[config.mk]
export PLATFORM = sky130hd
export DESIGN_NAME = crc_serial_unit
export DESIGN_NICKNAME = d
export VERILOG_FILES = /design/src/rtl/crc_serial_pkg.sv /design/src/rtl/crc_serial_ctrl.sv /design/src/rtl/crc_serial_dp.sv /design/src/rtl/crc_serial_unit.sv
export SDC_FILE = /design/constraint.sdc
export NUM_CORES = 1
export LEC_CHECK = 0
export ABC_AREA = 0
export ABC_CLOCK_PERIOD_IN_PS = 2400
export BUFFER_PORTS_ARGS = -buffer_cell sky130_fd_sc_hd__clkbuf_2
export CAP_MARGIN = 20
export CORE_MARGIN = 8
export CORE_UTILIZATION = 40
export CTS_BUF_LIST = sky130_fd_sc_hd__clkbuf_8
export CTS_CLUSTER_SIZE = 30
export DETAILED_ROUTE_END_ITERATION = 8
export PLACE_DENSITY = 0.6
export SYNTH_ARGS = -nofsm -noshare
export SYNTH_HDL_FRONTEND = slang
export SYNTH_SLANG_ARGS = --single-unit
[constraint.sdc]
create_clock -name clk -period 2.4 [get_ports clk]
set_clock_uncertainty 0.05 [all_clocks]
set_input_delay 0.24 -clock clk [delete_from_list [all_inputs] [get_ports clk]]
set_output_delay 0.24 -clock clk [all_outputs]
set_load 0.02 [all_outputs]
[src/rtl/crc_serial_pkg.sv]
package crc_serial_pkg;
  typedef struct packed {
    logic loadSeed;  // preset CRC, empty capture path
    logic advance;   // fold one data bit into the CRC
    logic capture;   // shift one received checksum bit in
  } crcStrobes_t;
endpackage

[src/rtl/crc_serial_ctrl.sv]
module crc_serial_ctrl
  import crc_serial_pkg::*;
#(
  parameter int W = 32
) (
  input  logic        clk,
  input  logic        rst,
  input  logic        clear,
  input  logic        bitValid,
  input  logic        checkMode,
  output crcStrobes_t strobes,
  output logic        rxFull
);
  localparam int CNT_W = $clog2(W + 1);

  logic [CNT_W-1:0] rxCount;

  assign rxFull = (rxCount == CNT_W'(W));

  always_comb begin
    strobes.loadSeed = rst | clear;
    strobes.advance  = bitValid & ~checkMode & ~strobes.loadSeed;
    strobes.capture  = bitValid & checkMode & ~strobes.loadSeed & ~rxFull;
  end

  always_ff @(posedge clk) begin
    if (strobes.loadSeed) begin
      rxCount <= '0;
    end else if (strobes.capture) begin
      rxCount <= rxCount + 1'b1;
    end
  end
endmodule

[src/rtl/crc_serial_dp.sv]
module crc_serial_dp
  import crc_serial_pkg::*;
#(
  parameter int         W    = 32,
  parameter logic [W-1:0] POLY = 32'hEDB88320,
  parameter logic [W-1:0] SEED = 32'hFFFFFFFF
) (
  input  logic         clk,
  input  crcStrobes_t  strobes,
  input  logic         bitIn,
  input  logic         rxFull,
  output logic [W-1:0] crcValue,
  output logic         match
);
  logic [W-1:0] crcReg;
  logic [W-1:0] rxReg;
  logic [W-1:0] nextCrc;
  logic         feedback;

  assign feedback = bitIn ^ crcReg[0];

  for (genvar i = 0; i < W; i++) begin : g_bit
    if (i == W - 1) begin : g_top
      assign nextCrc[i] = feedback & POLY[i];
    end else begin : g_low
      assign nextCrc[i] = crcReg[i+1] ^ (feedback & POLY[i]);
    end
  end

  always_ff @(posedge clk) begin
    if (strobes.loadSeed) begin
      crcReg <= SEED;
      rxReg  <= '0;
    end else begin
      if (strobes.advance) crcReg <= nextCrc;
      if (strobes.capture) rxReg <= {bitIn, rxReg[W-1:1]};
    end
  end

  assign crcValue = crcReg;
  assign match    = rxFull & (rxReg == crcReg);
endmodule

[src/rtl/crc_serial_unit.sv]
module crc_serial_unit
  import crc_serial_pkg::*;
#(
  parameter int           W    = 32,
  parameter logic [W-1:0] POLY = 32'hEDB88320,
  parameter logic [W-1:0] SEED = 32'hFFFFFFFF
) (
  input  logic         clk,
  input  logic         rst,
  input  logic         clear,
  input  logic         bitValid,
  input  logic         bitIn,
  input  logic         checkMode,
  output logic [W-1:0] crcOut,
  output logic         crcMatch
);
  crcStrobes_t strobes;
  logic        rxFull;

  crc_serial_ctrl #(.W(W)) i_ctrl (
    .clk(clk), .rst(rst), .clear(clear), .bitValid(bitValid),
    .checkMode(checkMode), .strobes(strobes), .rxFull(rxFull)
  );

  crc_serial_dp #(.W(W), .POLY(POLY), .SEED(SEED)) i_dp (
    .clk(clk), .strobes(strobes), .bitIn(bitIn), .rxFull(rxFull),
    .crcValue(crcOut), .match(crcMatch)
  );
endmodule

Word-level counts from Yosys, hierarchy flattened
Cells that the tools add are included.
Widths: inputs -> output; s select.

operators by class
  $add $sub $neg = 1
  equality and inequality tests = 2
  bitwise operators = 24

operators by type and width
  cell                 count
  $eq 32x32->1         1
  $xor 1x1->1          14
  $add 6x1->6 const B  1
  $and 1x1->1          6
  $eq 6x6->1 const B   1
  $not 1->1            3
  $or 1x1->1           1

word-level totals
  register bits after elaboration = 70
  word-level logic and storage cells = 30

Depth between registers and ports, before layout
Gate-level depths: netlist (run 1).

  depth in word-level cells = 4
  depth in mapped cells = 7
  depth with buffers taken out = 6

By module
A second synthesis (run 1) with hierarchy kept.

second synthesis, totals
  cells, all modules = 343
  area total of the unflattened synthesis = 3245.6 um2

modules (own cells, without submodules)
  module           times used  cells an instance  area an instance (um2)  seq. area each (um2)
  crc_serial_dp    1           301                2910.3                  1281.2
  crc_serial_ctrl  1           42                 335.3                   120.1

Worst setup path before layout (run 1)
No wires, ideal clock.

  kind = register to output
  start = register i_dp.crcReg[30] (netlist: i_dp.crcValue[30])
  end = output port crcMatch
  arrival = 1.463 ns
  required time = 2.110 ns
  slack = 0.647 ns
  stages on the path, launching flop included = 5
  buffers on the path = 0
  cells stage by stage = dfxtp_1 -> xor2_1 -> nor4_1 -> nand3_1 -> nor3_1

between the ends
  longest elaborated chain between the ends = 2

RTL lines
  item                    line                   text
  from (decl)             crc_serial_dp.sv:15    logic [W-1:0] crcReg;
  from (signal assigned)  crc_serial_dp.sv:35    if (strobes.advance) crcReg <= nextCrc;
  $eq 32x32->1            crc_serial_dp.sv:41    assign match = rxFull & (rxReg == crcReg);
  $and 1x1->1             crc_serial_dp.sv:41
  to (decl)               crc_serial_unit.sv:15  output logic crcMatch

Every way passes these cells.

Worst setup path in the final report (run 1)
Ends and elaborated chain as after synthesis.

==> results of run 1 <==
==> critical path: cells and delay by family (launching register included) <==
kind / cells / cell delay [ns]
XOR/XNOR: 1 / 0.17
buffers and inverters: 1 / 0.23
AND/OR/NAND/NOR: 3 / 0.76
flip-flops: 1 / 0.35
==> cell type report <==
class / instances / area (sq um) / area share
sequential: 70 / 1400 / 0.413
multi-input combinational: 180 / 1420 / 0.418
inverter: 4 / 15.0 / 0.00442
clock buffer: 11 / 151 / 0.0446
tap: 102 / 128 / 0.0376
clock inverter: 3 / 37.5 / 0.0110
timing repair buffer: 45 / 243 / 0.0715
==> power by group through the flow <==
stage / logic [mW] / registers, mW / clock network, mW
6_report: 0.0994 / 1.18 / 0.921
4_1_cts: 0.102 / 1.18 / 0.951
5_1_grt: 0.108 / 1.18 / 0.996
2_1_floorplan: 0.0730 / 1.20 / 0
3_5_place_dp: 0.101 / 1.20 / 0
3_3_place_gp: 0.101 / 1.20 / 0
==> through the flow <==
step	instances	power [mW]	worst slack [ns]	utilization
floorplan	287	1.28	0.647	-
global placement	401	1.30	0.582	0.422
detailed placement	401	1.30	0.618	0.422
CTS	415	2.23	0.218	0.447
global route	415	2.28	0.151	0.447
finish	415	2.20	0.266	0.447
==> synth_stat cells, types with 2 or more instances <==
master                      n
sky130_fd_sc_hd__nor2_1    38
sky130_fd_sc_hd__inv_1      4
sky130_fd_sc_hd__clkbuf_1   7
sky130_fd_sc_hd__buf_4     19
sky130_fd_sc_hd__xor2_1    48
sky130_fd_sc_hd__buf_6      6
sky130_fd_sc_hd__mux2i_1   33
sky130_fd_sc_hd__nand4_1    3
sky130_fd_sc_hd__nor4_1     8
sky130_fd_sc_hd__xnor2_1    2
sky130_fd_sc_hd__o22a_1    32
sky130_fd_sc_hd__dfxtp_1   70
sky130_fd_sc_hd__nand3_1    2
sky130_fd_sc_hd__ha_1       2
==> metal layers <==
layer	vias to the layer above	track usage	wire length [microns]
li1	1025	-	-
met1	962	0.158	3230
met2	29	0.193	3000
met3	8	0.0260	156
met4	0	0.0651	99
met5	-	0	0
==> worst paths after layout <==
path | start | endpoint | slack (ns)
max | i_dp.crcValue[30]$_SDFFE_PP1P_ | crcMatch | 0.27
min | bitIn | i_dp.rxReg[31]$_SDFFE_PP0P_ | 0.17
max reg2reg | i_ctrl.rxCount[0]$_SDFFE_PP0P_ | i_dp.rxReg[31]$_SDFFE_PP0P_ | 0.66
min reg2reg | i_dp.rxReg[0]$_SDFFE_PP0P_ | i_dp.rxReg[0]$_SDFFE_PP0P_ | 0.48
==> cell families (layout without fill, tap and decap cells) <==
group,count (synthesis),count (layout),synth area share
muxes,33,33,0.107
adders and majority gates,2,2,0.00814
and+or+nand+nor,59,59,0.0964
AOI/OAI and AO/OA,35,35,0.101
DFF,70,70,0.456
xor gates and xnor gates,51,51,0.148
buffers and inverters,37,63,0.0834
==> state kept, by name (all words and copies together), names as in the netlist <==
name and count:
i_dp.rxReg 32, i_dp.crcValue 32, i_ctrl.rxCount 6
==> flow_results.org, run 1 <==
** Outcome
- The run finished with clean final reports.

** Power and ir drop
- Of the total power, the share spent switching nets is 0.216.
- Static leakage :: 1.13 nW
- P_int :: 1.72 mW
- Combinational group share of total power :: 0.045
- In this run the power spent charging and discharging nets is 0.473 mW.
- Of the total power, the clock network draws 0.419.
- Power spread over the standard cell area amounts to 646 nW/um^2.
- Of the total power, registers draw 0.535.
- IR Drop Worst-Case VDD :: 0.305 mV

** Yosys
- Cells after Synth :: 287
- Number of enable-type register cells in the synthesized netlist :: 0
- Count of distinct cell types in the synthesized netlist :: 27
- Share of the synthesized area in the top cell type :: 0.456
- Part of the Yosys area used for sequential elements :: 0.456
- Summing every instance area after synthesis gives 3080 sq um.
- Synth async-reset ratio :: 0
- Net Count, Synth :: 295
- The Yosys step of the flow raised 0 warnings.
- Most area-consuming cells after synthesis :: sky130_fd_sc_hd__dfxtp_1 (46%), sky130_fd_sc_hd__xor2_1 (14%), sky130_fd_sc_hd__mux2i_1 (11%)
- Post-synthesis area per instance :: 10.7 sq um
- The synthesized design contains 70 register bits.
- In the synthesized netlist the dominant register cell turns out to be sky130_fd_sc_hd__dfxtp_1.
- Leading area contributor after synthesis :: sky130_fd_sc_hd__dfxtp_1

** Timing
- Setup violations remaining at the end of the flow were counted as 0.
- Adding up every negative setup slack in the final design gives 0 ns.
- Hold is met by 0.175 ns.
- Setup repair after global routing missed its margin :: no
- Total count of max-transition violations in the final report :: 0
- Measured against its own limit, the worst slew margin works out to 0.747.
- The hold violation count in the final report came to 0.
- Measured slew at the worst slew-check pin :: 0.380 ns
- Dividing the final minimum period by the clock period gives 0.889.
- The worst path in the final design needs a cycle of 2.13 ns, including I/O delays and setup.
- Derived from the worst setup path, the maximum achievable clock frequency is 0.469 GHz.

** Worst setup path
- Data arrival time of the critical path :: 1.84 ns
- Element type at the critical path end :: output pin
- Critical Path Max Stage Delay :: 0.35 ns
- Measured in cells, the most critical reg-to-reg path has a length of 7.
- The slowest stage of the critical path is the sky130_fd_sc_hd__dfxtp_1 cell.
- Of all nets on the critical path, the largest fanout is 4.
- Cells traversed along the worst timing path :: xor2_1, nor4_1, nand3_1, nor3_1, clkbuf_2
- Startpoint Class :: flip-flop
- Startpoint-to-endpoint class of the critical path :: reg -> out
- For the worst setup path, the data required time is 2.11 ns.

** Placed design
- Count of input and output buffers :: 38
- Placer's final routability congestion estimate :: 0.733
- DP Wirelength :: 4.57 mm
- Standard cell area after detailed placement :: 3210 sq um

** Clocking
- Inserted Clock Buffers :: 9
- Clock sink count :: 70
- In this run the post-CTS setup repair buffer count came out at 0.
- Root buffer cell :: sky130_fd_sc_hd__clkbuf_8
- TritonCTS built the clock tree.
- The longest clock path from root to sink contains 2 buffers.
- The number of hold buffers added after CTS was 0.
- Number of levels in the clock H-tree :: 3
- Quantity of gates resized following cts :: 0
- Clock-pin slew was measured on the worst setup and hold paths at 0.07 ns.
- Clock latency on the worst-skew pair :: 0.33 ns

** Floorplanning
- Pin placement for this block handled 39 I/O pins.
- The initial utilization of the core area, before any placement, comes to 0.404.
- Die area :: 10800 sq um
- The die is 104 microns tall.
- Num rows :: 32
- The total area inside the core boundary comes to 7610 sq um.
- Die Wd :: 104 microns

** Layout
- The final layout contains 318 nets.
- Compared with the post-synthesis result, the final layout area differs by 10.5%.
- In the layout the commonest cells are sky130_fd_sc_hd__dfxtp_1 (70), sky130_fd_sc_hd__xor2_1 (48), sky130_fd_sc_hd__nor2_1 (38), sky130_fd_sc_hd__clkbuf_2 (38), sky130_fd_sc_hd__mux2i_1 (33).
- Most common library cell in the layout ignoring fill and taps :: sky130_fd_sc_hd__dfxtp_1
- The finished cells cover 3400 sq um.
- Fill cells in the final layout number 754.
- The number of antenna diodes in the final layout is 0.
- Layout cell share with drive strength beyond 1 :: 0.198

** Min path
- Worst min-delay path category :: in -> reg
- Counting instances, the worst hold path has a depth of 3.

** GRT
- Entering global routing, the biggest net connects 33 pins.
- First-pass GRT wire length :: 10.7 mm
- The total overflow left after global routing is 0.
- The number of global-route vias before repair was 2052.
- Global routing usage summed across all routing layers :: 0.124
- The number of antenna violations at the first check in global routing is 0.

** Route
- Number of remaining DRC errors :: 0
- In the final routed layout, each cell accounts on average for 15.6 microns.
- Detailed routing inserted a total of 2024 vias.
- Using the TritonRoute via totals, the vias-per-cell ratio works out to 4.88.
- Summed over all layers, the routed wires come to 6.49 mm.
- DR pass1 iterations :: 4
- Final ANT Viol Nets :: 0
- First-iteration detailed-routing DRC count :: 66

** Run
- Max-cap violations :: 0
Power figures use the tool's default switching activity.
==> inputs of run 2 (changes only) <==
Settings changed: PLACE_DENSITY 0.6 to 0.64, REMOVE_ABC_BUFFERS set to 1.
==> flow_results.org, run 2 (same netlist as run 1, synthesis figures left out) <==
** Placed design
- The final weighted congestion of routability-driven global placement is 0.711 (-3.0%).
- Count of input and output buffers :: 38 (unchanged)
- Dpl ws :: 0.584 ns (-0.0345 ns)
- The placed wire-length estimate after detailed placement is 4.34 mm (-5.0%).

** Route
- The routed via count came to 2035 (+0.54%).
- The number of design rule violations left after detail routing was 0 (unchanged).
- Routed wire length per instance :: 15.0 microns (-4.1%)
- The antenna violation net count after detailed routing came to 0 (unchanged).
- DR pass1 iterations :: 4 (unchanged)
- The final wirelength came to 6.24 mm (-3.9%).
- The violation count after the first detailed-routing iteration came to 81 (+23%).
- The via density per instance came to 4.89 (+0.30%).

** GRT
- Largest net degree at the start of global routing :: 39 (+18%)
- The number of global-route vias before repair is 2072 (+0.97%).
- Initial antenna violation count :: 0 (unchanged)
- The global-route usage over all layers was 0.120 (-0.00421).
- The final global-route overflow total came to 0 (unchanged).
- The first-pass GRT wire length was 10.5 mm (-1.9%).

** Layout
- Core utilization of the finished layout :: 0.447 (+0.000493)
- Most common library cell in the layout ignoring fill and taps :: sky130_fd_sc_hd__dfxtp_1
- Area growth syn-to-layout :: 10.6%
- Number of nets in the layout :: 317 (-0.31%)
- The fraction of layout cells with a size suffix above 1 was 0.204 (+0.00574).
- Leading cell types in the layout, fill and taps excluded :: sky130_fd_sc_hd__dfxtp_1 (70), sky130_fd_sc_hd__xor2_1 (48), sky130_fd_sc_hd__nor2_1 (38), sky130_fd_sc_hd__clkbuf_2 (38), sky130_fd_sc_hd__mux2i_1 (33)
- Diode insertion count for antenna repair :: 0 (unchanged)
- Filler cell count in the final layout :: 759 (+0.66%)

** Timing
- Summed negative setup slack over all endpoints :: 0 ns (unchanged)
- The setup violation total in the final timing report was 0 (unchanged).
- Tcrit/Tclk final :: 0.906 (+0.0172)
- The hold violation count in the final report is 0 (unchanged).
- Max_slew headroom :: 0.674 (-0.0728)
- The post-route worst setup slack came to 0.225 ns (-0.0413 ns).
- Measured slew at the worst slew-check pin :: 0.489 ns (+0.109 ns)
- Time the final worst path needs with I/O delays and setup :: 2.18 ns (+0.0413 ns)
- Tightest hold margin :: 0.151 ns (-0.0241 ns)
- The upper clock frequency limit was 0.460 GHz (-1.9%).
- Setup repair after global routing missed its margin :: no
- Total count of max-transition violations in the final report :: 0 (unchanged)

** Clocking
- The number of buffers inserted to repair setup after CTS was 0 (unchanged).
- TritonCTS built the clock tree.
- The clock edge transition at the registers on the reported setup and hold paths was 0.08 ns (about the same).
- Number of levels in the clock H-tree :: 3 (unchanged)
- Clock latency on the worst-skew pair :: 0.34 ns (about the same)
- Root buffer cell :: sky130_fd_sc_hd__clkbuf_8
- The number of buffers added by the clock tree synthesis step is 9 (unchanged).
- The number of buffers on the longest clock path came to 2 (unchanged).
- The hold buffer count at cts was 0 (unchanged).
- Quantity of gates resized following cts :: 0 (unchanged)
- Clock sink count :: 70 (unchanged)

** Floorplanning
- Starting Density :: 0.404 (unchanged)
- Die Wd :: 104 microns (unchanged)
- Num rows :: 32 (unchanged)
- Die span in y :: 104 microns (unchanged)
- Die area :: 10800 sq um (unchanged)
- IO Count :: 39 (unchanged)
- The core outline area was 7610 sq um (unchanged).

** Outcome
- The run finished with clean final reports.

** Worst setup path
- Among all stages on the critical path, the largest delay is contributed by sky130_fd_sc_hd__dfxtp_1.
- The delay of the slowest cell on the worst path came to 0.36 ns (about the same).
- Element type at the critical path end :: output pin
- Family with the most delay on the worst path :: simple AND/OR/NAND/NOR gates
- The reg-to-reg setup timing slack came to 0.66 ns (about the same).
- Startpoint-to-endpoint class of the critical path :: reg -> out
- Cells traversed along the worst timing path :: xor2_1, nor4_1, nand3_1, nor3_1, clkbuf_2
- Startpoint Class :: flip-flop
- Data arrival time of the critical path :: 1.89 ns (+0.05 ns)
- The data required time at the worst endpoint came to 2.11 ns (about the same).
- The maximum fanout along the worst path came to 4 (unchanged).
- The startpoint identified for the worst register-to-register timing path is i_ctrl.rxCount[0]$_SDFFE_PP0P_.
- The count of buffering cells on the critical path with inverters included was 1 (unchanged).
- R2R Path End :: i_dp.rxReg[11]$_SDFFE_PP0P_
- R2r worst-path depth :: 7 (unchanged)

** Run
- The max-capacitance violation count was 0 (unchanged).

** Min path
- The worst hold path begins at bitIn.
- The path with the worst hold slack has its endpoint at i_dp.rxReg[31]$_SDFFE_PP0P_.
- In this run the worst hold path is classified as in -> reg.
- Hold Crit Depth :: 3 (unchanged)

** Power and ir drop
- The worst voltage drop across the vdd grid came to 0.391 mV (+28%).
- The total power density per cell area was 653 nW/um^2 (+1.0%).
- The leakage power summed over all cells came to 1.13 nW (+0.17%).
run 2: worst min-delay path, cell delays in order:
cell and delay, ns:
sky130_fd_sc_hd__clkbuf_2 0.11, sky130_fd_sc_hd__mux2i_1 0.07, sky130_fd_sc_hd__nor2_1 0.08
run 2: where the power goes:
group,internal (mW),switching [mW]
Clock,0.528,0.420
Sequential,1.17,0.00859
Combinational,0.0352,0.0620
Total,1.73,0.491
run 2: area by class of cell:
cell class	count	area, sq um	share of cell area
Multi-Input combinational cell	180	1420	0.418
Sequential cell	70	1400	0.412
Timing Repair Buffer	44	235	0.0692
Clock buffer	11	151	0.0445
Tap cell	102	128	0.0375
Clock inverter	5	48.8	0.0143
Inverter	4	15.0	0.00442
run 2: how the worst max path moves through the flow:
stage	endpoint	from	slack (ns)	cells past startpoint
2_1_floorplan	i_ctrl.rxCount[1]$_SDFFE_PP0P_	i_ctrl.rxCount[0]$_SDFFE_PP0P_	0.30	6
3_3_place_gp	crcMatch	i_dp.crcValue[24]$_SDFFE_PP1P_	0.57	5
3_5_place_dp	crcMatch	i_dp.crcValue[24]$_SDFFE_PP1P_	0.58	5
4_1_cts	crcMatch	i_dp.crcValue[11]$_SDFFE_PP1P_	0.19	5
5_1_grt	crcMatch	i_dp.crcValue[11]$_SDFFE_PP1P_	0.07	5
6_report	crcMatch	i_dp.crcValue[11]$_SDFFE_PP1P_	0.22	5
run 2: metal layers:
| metal | vias up | track usage | share of wire |
|---|---|---|---|
| li1 | 1015 | - | - |
| met1 | 964 | 0.155 | 0.50 |
| met2 | 45 | 0.176 | 0.43 |
| met3 | 11 | 0.0471 | 0.054 |
| met4 | 0 | 0.0465 | 0.012 |
| met5 | - | 0 | 0 |
run 2: metrics by stage:
step / power, mW / cell area [sq um] / instances
after floorplan: 1.26 / 2830 / 254
after global placement: 1.30 / 3200 / 400
after detailed placement: 1.30 / 3200 / 400
after CTS: 2.26 / 3400 / 416
after global routing: 2.31 / 3400 / 416
final: 2.22 / 3400 / 416
